## config.mk

```make
export PLATFORM = sky130hd
export DESIGN_NAME = tx_clken_gen
export DESIGN_NICKNAME = d
export VERILOG_FILES = /design/src/rtl/txce_pkg.sv /design/src/rtl/txce_div.sv /design/src/rtl/txce_cfg.sv /design/src/rtl/tx_clken_gen.sv
export SDC_FILE = /design/constraint.sdc
export NUM_CORES = 1
export LEC_CHECK = 0
export CAP_MARGIN = 20
export CORE_ASPECT_RATIO = 1.25
export CORE_MARGIN = 2
export CORE_UTILIZATION = 49
export DETAILED_ROUTE_END_ITERATION = 8
export GPL_TIMING_DRIVEN = 0
export PLACE_DENSITY = 0.73
export SYNTH_ARGS = -nofsm -noshare
export SYNTH_HDL_FRONTEND = slang
export SYNTH_SLANG_ARGS = --single-unit
```

## constraint.sdc

```tcl
create_clock -name clk -period 3 [get_ports clk]
set_clock_uncertainty 0.2 [all_clocks]
set_input_delay 0.6 -clock clk [delete_from_list [all_inputs] [get_ports clk]]
set_output_delay 0.6 -clock clk [all_outputs]
set_load 0.05 [all_outputs]
```

## src/rtl/txce_pkg.sv

```systemverilog
package txce_pkg;

    localparam int SEL_W   = 2;
    localparam int STB_N   = 5;
    localparam int IDX_DAC  = 0;
    localparam int IDX_OSC  = 1;
    localparam int IDX_PORT = 2;
    localparam int IDX_MCLK = 3;
    localparam int IDX_REF  = 4;
    localparam int L_MAX   = 8;

    typedef struct packed {
        logic [SEL_W-1:0] mult;
        logic [SEL_W-1:0] interp;
        logic             mux;
        logic [SEL_W-1:0] rdiv;
    } txce_cfg_t;

    function automatic int mult_factor(input logic [SEL_W-1:0] code);
        case (code)
            2'd0:    return 1;
            2'd1:    return 2;
            2'd2:    return 3;
            default: return 8;
        endcase
    endfunction

    function automatic int interp_factor(input logic [SEL_W-1:0] code);
        case (code)
            2'd0:    return 1;
            2'd1:    return 2;
            default: return 4;
        endcase
    endfunction

    function automatic int port_period(input txce_cfg_t c);
        int k;
        k = interp_factor(c.interp);
        if (c.mux) return (k < 2) ? 1 : k / 2;
        return k;
    endfunction

    function automatic int ref_period(input txce_cfg_t c, input int mclk_div);
        if (c.rdiv >= 2'd2) return mclk_div * int'(c.rdiv);
        return mult_factor(c.mult);
    endfunction

    function automatic logic cfg_invalid(input txce_cfg_t c);
        return (c.interp == 2'd3) || (c.mux && (c.interp == 2'd0));
    endfunction

endpackage

```

## src/rtl/txce_div.sv

```systemverilog
module txce_div #(
    parameter int W = 4
) (
    input  logic         clk,
    input  logic         rst,
    input  logic         restart,
    input  logic [W-1:0] period,
    output logic         strobe
);
    logic [W-1:0] cnt;
    logic         last;

    assign last   = (cnt == period - 1'b1);
    assign strobe = last;

    always_ff @(posedge clk) begin
        if (rst || restart) cnt <= '0;
        else if (last)      cnt <= '0;
        else                cnt <= cnt + 1'b1;
    end
endmodule

```

## src/rtl/txce_cfg.sv

```systemverilog
module txce_cfg
    import txce_pkg::*;
#(
    parameter int CNT_W    = 4,
    parameter int MCLK_DIV = 4
) (
    input  logic                        clk,
    input  logic                        rst,
    input  txce_cfg_t                   cfg_in,
    output logic                        restart,
    output logic [STB_N-1:0][CNT_W-1:0] period,
    output logic                        bad
);
    txce_cfg_t cfg_q;

    // captured every edge; a difference means the fields moved
    always_ff @(posedge clk) cfg_q <= cfg_in;

    assign restart = rst ? 1'b0 : (cfg_in != cfg_q);

    always_comb begin
        period[IDX_DAC]  = CNT_W'(1);
        period[IDX_OSC]  = CNT_W'(mult_factor(cfg_q.mult));
        period[IDX_PORT] = CNT_W'(port_period(cfg_q));
        period[IDX_MCLK] = CNT_W'(MCLK_DIV);
        period[IDX_REF]  = CNT_W'(ref_period(cfg_q, MCLK_DIV));
        bad              = cfg_invalid(cfg_q);
    end
endmodule

```

## src/rtl/tx_clken_gen.sv

```systemverilog
module tx_clken_gen
    import txce_pkg::*;
#(
    parameter int MCLK_DIV = 4
) (
    input  logic       clk,
    input  logic       rst,
    input  logic [1:0] mult_sel,
    input  logic [1:0] interp_sel,
    input  logic       mux_on,
    input  logic [1:0] ref_div,
    output logic       dac_stb,
    output logic       osc_stb,
    output logic       port_stb,
    output logic       mclk_stb,
    output logic       ref_stb,
    output logic       cfg_err
);
    localparam int MAX_P = (MCLK_DIV * 3 > L_MAX) ? MCLK_DIV * 3 : L_MAX;
    localparam int CNT_W = $clog2(MAX_P + 1);

    txce_cfg_t                   cfg_in;
    logic                        restart;
    logic                        bad;
    logic [STB_N-1:0][CNT_W-1:0] period;
    logic [STB_N-1:0]            stb_raw;

    assign cfg_in = '{mult: mult_sel, interp: interp_sel, mux: mux_on, rdiv: ref_div};

    txce_cfg #(.CNT_W(CNT_W), .MCLK_DIV(MCLK_DIV)) u_cfg (
        .clk(clk), .rst(rst), .cfg_in(cfg_in),
        .restart(restart), .period(period), .bad(bad)
    );

    for (genvar g = 0; g < STB_N; g++) begin : g_div
        txce_div #(.W(CNT_W)) u_div (
            .clk(clk), .rst(rst), .restart(restart),
            .period(period[g]), .strobe(stb_raw[g])
        );
    end

    assign dac_stb  = stb_raw[IDX_DAC]  & ~rst;
    assign osc_stb  = stb_raw[IDX_OSC]  & ~rst;
    assign port_stb = stb_raw[IDX_PORT] & ~rst;
    assign mclk_stb = stb_raw[IDX_MCLK] & ~rst;
    assign ref_stb  = stb_raw[IDX_REF]  & ~rst;
    assign cfg_err  = bad & ~rst;
endmodule

```

==> run metrics, run 1 <==
outcome=finished clean; first-pass GRT wire length=3970 um; via count of the first global-routing pass=914; total number of vias=916; initial antenna violation count=0; CTS tree=yes; highest net fanout along the worst path=5; depth of the CTS H-tree=1; final worst path period need=2.92 ns; clk slew on worst S/H paths=0.13 ns; I/O pin count=15; commonest non-fill, non-tap cells in the layout=25 x dfxtp_1, 13 x xor2_1, 12 x nor3_1; Warnings, synthesis=0; top cell family by delay on the critical path=adder cells; HPWL Detailed=1750 um; All-Layer GR Usage=0.174; die height=60.9 um; setup repair after global routing missed its margin=yes; floorplan core area=2450 um2; startpoint type of the worst setup path=register; Post-Synthesis Cells=129; post-detailed-route count of antenna-violating nets=0; floorplan die area=3020 um2; maximum number of pins on one net before global-route repair=15; cell area after synthesis=1270 um2; Leakage Power=0.600 nW; Syn Nets=149; commonest non-fill, non-tap cell in the layout=dfxtp_1; number of optimization iterations in the first detailed-route pass=4; setup total negative slack=0 ns; effective utilization at floorplan=0.518; kind of end point of the critical path=primary output; Area growth, synth to finish=21.2%; Placed Cells=176; worst setup path category=register to primary output; buffer depth of the longest clock path=2; Final Power=0.000600 W; slew of the pin with the lowest slew margin=0.501 ns; Pwr Density=389 nW/um2; Clock Tree Root=clkbuf_4; clock tree sinks=27; max-slew violation count=0; worst-path cell with the longest stage delay=dfxtp_4; iteration-0 DRC count of the detailed router=9; worst skew pair latency=0.31 ns; sequential area share after synthesis=0.425; final worst path period share=0.975; row count=20; total congestion overflow=0; post-synthesis average cell area=9.85 um2; synthesis-stage register bit count=27; Via density=5.01; fill count=224; final hold violations=0; worst hold-check path type=register to register; final setup violation count=0; share of the core filled with cells in the final layout=0.628; worst voltage drop across the vdd grid=0.275 mV; horizontal die dimension=49.6 um; max-cap viol count=0; input/output buffers=14; Antenna Cells=0; proportion of layout cells with a drive suffix above 1=0.147; required time worst endpoint=2.20 ns; highest cell delay on the worst timing path=0.41 ns; number of standard cells in the layout, taps in and fillers out=183; Net count, final=171; Worst slew margin=0.666; Critical Path, Cell by Cell=inv_4, ha_4, nand2b_1, ha_2, xnor2_2, mux2i_2, nor4_2, buf_4; post-detailed-routing wire length=2320 um; Distinct cells, synth=23; placer's final routability congestion estimate=0.766; count of buffer and inverter cells on the critical path=2; Reg2Reg Setup Slack=0.90 ns; quantity of hold-fixing buffers added after cts=0; total CTS buffers=3; wire per inst=12.7 um; drt drc=0; Fmax achieved=342 MHz; Worst EP arrival=2.12 ns
-- cells by family after synthesis --
group / after synthesis / share of synthesized area
AOI/OAI and AO/OA: 5 / 0.0374
xor gates and xnor gates: 23 / 0.158
adders and majority gates: 11 / 0.108
buffers and inverters: 7 / 0.0207
DFF: 27 / 0.425
muxes: 4 / 0.0325
and+or+nand+nor: 52 / 0.218
-- cells in the mapped netlist --
library cell | count | area (um2)
or3_4 | 1 | 11.3
and2_1 | 1 | 6.26
inv_1 | 5 | 18.8
nor2_1 | 10 | 37.5
nor3b_1 | 6 | 45.0
mux2_2 | 1 | 11.3
or2_2 | 1 | 6.26
clkbuf_1 | 2 | 7.51
nand2_1 | 6 | 22.5
ha_1 | 11 | 138
dfxtp_1 | 27 | 541
a2111oi_4 | 1 | 27.5
nor3_1 | 12 | 60.1
nand3_1 | 5 | 25.0
o21ai_0 | 1 | 5.00
xnor2_1 | 10 | 87.6
xor2_1 | 13 | 114
nand2b_1 | 2 | 12.5
mux2i_1 | 3 | 30.0
nor2b_1 | 3 | 18.8
nor4_1 | 4 | 25.0
a21oi_1 | 3 | 15.0
and3_1 | 1 | 6.26
-- routing by layer --
layer | wire, um | track usage | vias to the layer above | part of all wire
li1 | - | - | 479 | -
met1 | 1060 | 0.209 | 422 | 0.46
met2 | 1180 | 0.314 | 13 | 0.51
met3 | 65 | 0.0246 | 2 | 0.028
met4 | 15 | 0.0714 | 0 | 0.0065
met5 | 0 | 0 | - | 0
-- registers in the layout, summed over array words and instances, names as in the netlist --
name	cells
u_cfg.cfg_q	7
g_div.u_div.cnt	20
-- repair_timing --
action                                  in CTS  in global routing
buffers inserted                             0                  3
resized for setup                           18                 12
endpoints found under the setup margin       5                  4
endpoints found under the hold margin        0                  0
pin swaps                                    1                  3
-- per-stage QoR --
| stage | hold slack (ns) | area, um2 | worst slack, ns |
|---|---|---|---|
| after CTS | 0.296 | 1490 | 0.0206 |
| final | 0.297 | 1540 | 0.0753 |
| after global routing | 0.313 | 1540 | -0.0295 |
| after detailed placement | 0.277 | 1470 | -0.408 |
| after global placement | 0.245 | 1470 | -0.295 |
| after floorplan | 0.228 | 1280 | -0.0736 |
-- area by class of cell --
class,count,area (um2),area share
inverter,5,21.3,0.0138
timing repair buffer,17,153,0.0991
multi-input combinational,95,743,0.483
tap,33,41.3,0.0268
sequential,27,548,0.356
clock buffer,4,26.3,0.0171
buffer,2,7.51,0.00487
-- where the power goes --
part	internal (W)	switching [W]
Clock	0.0000518	0.0000930
Combinational	0.0000406	0.0000442
Sequential	0.000363	0.00000707
Total	0.000456	0.000144
-- final timing paths --
check / startpoint / end / cells past startpoint
setup / recovery: u_cfg.cfg_q[5]$_DFF_P_ / ref_stb / 8
hold / removal: g_div[0].u_div.cnt[0]$_SDFF_PP0_ / g_div[0].u_div.cnt[0]$_SDFF_PP0_ / 1
setup reg to reg: u_cfg.cfg_q[5]$_DFF_P_ / g_div[4].u_div.cnt[3]$_SDFF_PP0_ / 8
hold reg to reg: g_div[0].u_div.cnt[0]$_SDFF_PP0_ / g_div[0].u_div.cnt[0]$_SDFF_PP0_ / 1
Note: power is estimated with default switching activity, not from simulation.
==> run 2, diff against run 1 <==
--- a/config.mk
+++ b/config.mk
@@ -11,7 +11,8 @@
 export CORE_UTILIZATION = 49
 export DETAILED_ROUTE_END_ITERATION = 8
 export GPL_TIMING_DRIVEN = 0
-export PLACE_DENSITY = 0.73
+export PLACE_DENSITY = 0.71
+export SLEW_MARGIN = 20
 export SYNTH_ARGS = -nofsm -noshare
 export SYNTH_HDL_FRONTEND = slang
 export SYNTH_SLANG_ARGS = --single-unit
==> run 2 against run 1 <==
Largest cell class unchanged; critical endpoint unchanged; largest power group unchanged; setup slack better by 0.047 ns; register-to-register slack worse by 0.07 ns; core utilization down 1.7 points; wire length down 8.4%; global-route usage down 0.89 points; sequential power about the same.
==> run metrics, run 2 (synthesis gave the netlist of run 1 again) <==
Hold Path Stages=1; placer's final routability congestion estimate=0.751; required time worst endpoint=2.20 ns; Biggest register=g_div.u_div.cnt; max-slew violation count=0; Clock Tree Root=clkbuf_4; post-layout instance area=1500 um2; clock tree sinks=27; initial antenna violation count=0; Worst EP arrival=2.08 ns; Leakage Power=0.583 nW; max-cap viol count=0; total congestion overflow=0; input/output buffers=14; post-detailed-route count of antenna-violating nets=0; Reg2Reg Setup Slack=0.83 ns; worst hold-check path type=register to register; final hold violations=0; clk slew on worst S/H paths=0.14 ns; fill count=247; number of optimization iterations in the first detailed-route pass=4; die height=60.9 um; critical hold path startpoint=g_div[3].u_div.cnt[0]$_SDFF_PP0_; Via density=4.98; final setup violation count=0; total number of vias=902; iteration-0 DRC count of the detailed router=11; commonest non-fill, non-tap cells in the layout=25 x dfxtp_1, 13 x xor2_1, 12 x nor3_1; effective utilization at floorplan=0.518; first-pass GRT wire length=3770 um; Placed Cells=176; kind of end point of the critical path=primary output; wire per inst=11.7 um; drt drc=0; I/O pin count=15; worst skew pair latency=0.32 ns; slew of the pin with the lowest slew margin=0.508 ns; proportion of layout cells with a drive suffix above 1=0.115; highest net fanout along the worst path=6; total CTS buffers=3; Pwr Density=400 nW/um2; quantity of hold-fixing buffers added after cts=0; final worst path period need=2.88 ns; post-detailed-routing wire length=2120 um; WHS=0.268 ns; Reg area=546 um2; floorplan core area=2450 um2; worst hold path endpoint=g_div[3].u_div.cnt[0]$_SDFF_PP0_; area occupied by multi-input gates=724 um2; commonest non-fill, non-tap cell in the layout=dfxtp_1; maximum number of pins on one net before global-route repair=16; capture instance of the worst register-to-register path=g_div[4].u_div.cnt[3]$_SDFF_PP0_; Antenna Cells=0; row count=20; area after detailed placement=1470 um2; buffer depth of the longest clock path=2; Largest regs=g_div.u_div.cnt: 20 flops, u_cfg.cfg_q: 7 flops; worst voltage drop across the vdd grid=0.296 mV; horizontal die dimension=49.6 um; final worst path period share=0.959; number of standard cells in the layout, taps in and fillers out=181; Worst slew margin=0.661; CTS tree=yes; setup repair after global routing missed its margin=no; Fmax achieved=348 MHz; count of cells along the worst register-to-register path=8; depth of the CTS H-tree=1; Net count, final=169; FF-to-FF Start=u_cfg.cfg_q[5]$_DFF_P_; worst setup path category=register to primary output; floorplan die area=3020 um2; HPWL Detailed=1620 um; Area growth, synth to finish=17.8%; max FFs per register=20; All-Layer GR Usage=0.165; outcome=finished clean; via count of the first global-routing pass=905; startpoint type of the worst setup path=register
-- run 2: layout make-up --
class,count,area share
buffer,2,0.00501
clock buffer,3,0.0150
clock inverter,1,0.00334
inverter,5,0.0125
multi-input combinational,95,0.484
sequential,27,0.364
tap,33,0.0276
timing repair buffer,15,0.0886
-- run 2: power by group --
group          total [W]  internal [W]  switching [W]  leakage [nW]
clock network   0.000153     0.0000500       0.000103        0.0177
registers       0.000371      0.000364     0.00000672         0.220
logic          0.0000758     0.0000358      0.0000400         0.345
total           0.000599      0.000450       0.000150         0.583
-- run 2: how the worst max path moves through the flow --
stage / startpoint / end / slack, ns / cells past startpoint
floorplan: u_cfg.cfg_q[5]$_DFF_P_ / ref_stb / -0.07 / 7
detailed placement: u_cfg.cfg_q[5]$_DFF_P_ / ref_stb / -0.30 / 8
finish: u_cfg.cfg_q[5]$_DFF_P_ / ref_stb / 0.12 / 7
CTS: u_cfg.cfg_q[5]$_DFF_P_ / ref_stb / 0.004 / 8
global placement: u_cfg.cfg_q[5]$_DFF_P_ / ref_stb / -0.28 / 8
global route: g_div[0].u_div.cnt[0]$_SDFF_PP0_ / dac_stb / 0.01 / 5
-- run 2: layer usage --
metal	vias to the layer above	part of all wire	track usage
met5	-	0	0
met4	0	0.023	0.0833
met3	5	0.030	0.0246
met2	14	0.51	0.305
met1	414	0.44	0.186
li1	469	-	-
-- run 2: what timing repair did --
action	CTS	global route
pin swaps	0	1
resized for setup	17	7
buffers inserted	0	1
setup endpoints to repair	6	3
-- run 2: through the flow --
| stage | setup slack, ns | total power (W) | setup TNS [ns] | utilization |
|---|---|---|---|---|
| final | 0.123 | 0.000599 | 0 | 0.611 |
| after global placement | -0.277 | 0.000453 | -0.609 | 0.597 |
| after CTS | 0.00445 | 0.000603 | 0 | 0.604 |
| after detailed placement | -0.302 | 0.000455 | -0.746 | 0.597 |
| after global routing | 0.0104 | 0.000630 | 0 | 0.611 |
| after floorplan | -0.0736 | 0.000428 | -0.0736 | - |
-- run 2: critical path, cell delays in order, from the launching register on --
cell	delay, ns
dfxtp_4	0.40
inv_1	0.06
ha_1	0.31
nand2b_1	0.06
ha_1	0.29
xnor2_1	0.15
nor4_2	0.24
buf_4	0.23
==> run 3, diff against run 2 <==
==> constraint.sdc (replaced) <==
create_clock -name clk -period 3 [get_ports clk]
set_clock_uncertainty 0.2 [all_clocks]
set_input_delay 0.6 -clock clk [delete_from_list [all_inputs] [get_ports clk]]
set_output_delay 0.6 -clock clk [all_outputs]
set_load 0.01 [all_outputs]
==> run 3 against run 2 <==
Combinational power down 8.3%; wire length grew 3.7%; largest power group unchanged; clock-buffer cell count is the same; fmax up 3.8%; hold slack better by 0.024 ns; power rose by 0.67%; setup slack improved by 0.10 ns; non-clock buffer count increased by 2; design area rose by 1.8%.
==> run metrics, run 3 (synthesis gave the netlist of run 1 again) <==
worst setup path category=register to primary output; Area growth, synth to finish=20.0%; floorplan core area=2450 um2; clock tree sinks=27; setup repair after global routing missed its margin=no; drt drc=0; Pwr Density=396 nW/um2; proportion of layout cells with a drive suffix above 1=0.107; wire per inst=12.0 um; horizontal die dimension=49.6 um; Clock Tree Root=clkbuf_4; floorplan die area=3020 um2; Hold Path Stages=1; depth of the CTS H-tree=1; number of optimization iterations in the first detailed-route pass=4; slew of the pin with the lowest slew margin=0.469 ns; final worst path period need=2.77 ns; peak-usage layer in the global routing report=met2; Reg2Reg Setup Slack=0.92 ns; worst voltage drop across the vdd grid=0.275 mV; share of the core filled with cells in the final layout=0.622; Setup WS post-layout=0.227 ns; placer's final routability congestion estimate=0.647; Fmax achieved=361 MHz; Net count, final=171; met1 demand-to-capacity share in global routing=0.202; critical hold path startpoint=g_div[3].u_div.cnt[0]$_SDFF_PP0_; required time worst endpoint=2.20 ns; All-Layer GR Usage=0.172; FF-to-FF Start=u_cfg.cfg_q[5]$_DFF_P_; max FFs per register=20; row count=20; buffer depth of the longest clock path=2; total number of vias=932; worst skew pair latency=0.33 ns; kind of end point of the critical path=primary output; CTS tree=yes; final worst path period share=0.924; worst hold-check path type=register to register; startpoint type of the worst setup path=register; Biggest register=g_div.u_div.cnt; HPWL Detailed=1710 um; Final Power=0.000603 W; post-detailed-route count of antenna-violating nets=0; Leakage Power=0.584 nW; global routing usage on met2=0.310; total CTS buffers=3; iteration-0 DRC count of the detailed router=18; post-detailed-routing wire length=2200 um; via count of the first global-routing pass=944; input/output buffers=14; quantity of hold-fixing buffers added after cts=0; maximum number of pins on one net before global-route repair=18; Worst slew margin=0.687; outcome=finished clean; first-pass GRT wire length=4000 um; worst hold path endpoint=g_div[3].u_div.cnt[0]$_SDFF_PP0_; commonest non-fill, non-tap cell in the layout=dfxtp_1; max-cap viol count=0; final hold violations=0; I/O pin count=15; die height=60.9 um; Antenna Cells=0; clk slew on worst S/H paths=0.16 ns; count of cells along the worst register-to-register path=8; worst setup slack after placement=-0.110 ns; Largest regs=g_div.u_div.cnt: 20 flops, u_cfg.cfg_q: 7 flops; Via density=5.09; initial antenna violation count=0; total congestion overflow=0; capture instance of the worst register-to-register path=g_div[4].u_div.cnt[3]$_SDFF_PP0_; commonest non-fill, non-tap cells in the layout=25 x dfxtp_1, 13 x xor2_1, 12 x nor3_1; effective utilization at floorplan=0.518; max-slew violation count=0; highest net fanout along the worst path=4; Worst EP arrival=1.97 ns; final setup violation count=0; global-route track usage on met3=0.0320
run 3: changes by cell type in the layout (fill, tap and decap cells not counted), sizes merged:
| cell | delta |
|---|---|
| clkinv | -1 |
| buf | +1 |
| inv | +1 |
| clkdlybuf4s15 | -1 |
| clkbuf | -1 |
| clkdlybuf4s50 | +3 |
run 3: worst max path at each step:
stage,start,endpoint,cells after the start
after floorplan,u_cfg.cfg_q[5]$_DFF_P_,ref_stb,7
after global placement,u_cfg.cfg_q[5]$_DFF_P_,ref_stb,8
after detailed placement,u_cfg.cfg_q[5]$_DFF_P_,ref_stb,8
after CTS,u_cfg.cfg_q[5]$_DFF_P_,ref_stb,7
after global routing,g_div[0].u_div.cnt[0]$_SDFF_PP0_,dac_stb,5
final,u_cfg.cfg_q[5]$_DFF_P_,ref_stb,8
run 3: stage by stage:
step / area [um2] / instances / setup TNS, ns / hold WS, ns
detailed placement: 1450 / 176 / -0.110 / 0.263
finish: 1530 / 183 / 0 / 0.292
CTS: 1500 / 181 / 0 / 0.284
global route: 1530 / 183 / 0 / 0.307
global placement: 1450 / 176 / -0.0878 / 0.240
floorplan: 1270 / 129 / 0 / 0.228
run 3: layout make-up:
class	count	area, um2
plain buffers	2	7.51
clock buffers	3	22.5
clock inverters	1	8.76
fillers	233	927
inverters	5	18.8
multi-input cells	95	723
flip-flops and latches	27	548
well taps	33	41.3
repair buffers	17	155
run 3: timing repair:
item                       in CTS  in global routing
pin swaps                       2                  1
setup endpoints to repair       3                  1
gates resized for setup         9                  4
buffers inserted                1                  2
run 3: layer usage:
| metal | routed length (um) | share of wire |
|---|---|---|
| met3 | 50 | 0.023 |
| met5 | 0 | 0 |
| met2 | 1200 | 0.55 |
| met4 | 34 | 0.015 |
| met1 | 916 | 0.42 |
run 3: where the power goes:
part,total (W),switching (W),leakage [nW],internal (W)
registers,0.000369,0.00000601,0.221,0.000363
clock network,0.000164,0.000110,0.0183,0.0000542
logic,0.0000695,0.0000311,0.345,0.0000385
total,0.000603,0.000147,0.584,0.000456
run 3: critical path, stage by stage (launching register included):
cell      delay, ns
dfxtp_4        0.38
inv_1          0.07
ha_4           0.27
nand2b_1       0.05
ha_1           0.19
xnor2_1        0.19
mux2i_1        0.30
nor4_2         0.06
buf_2          0.15
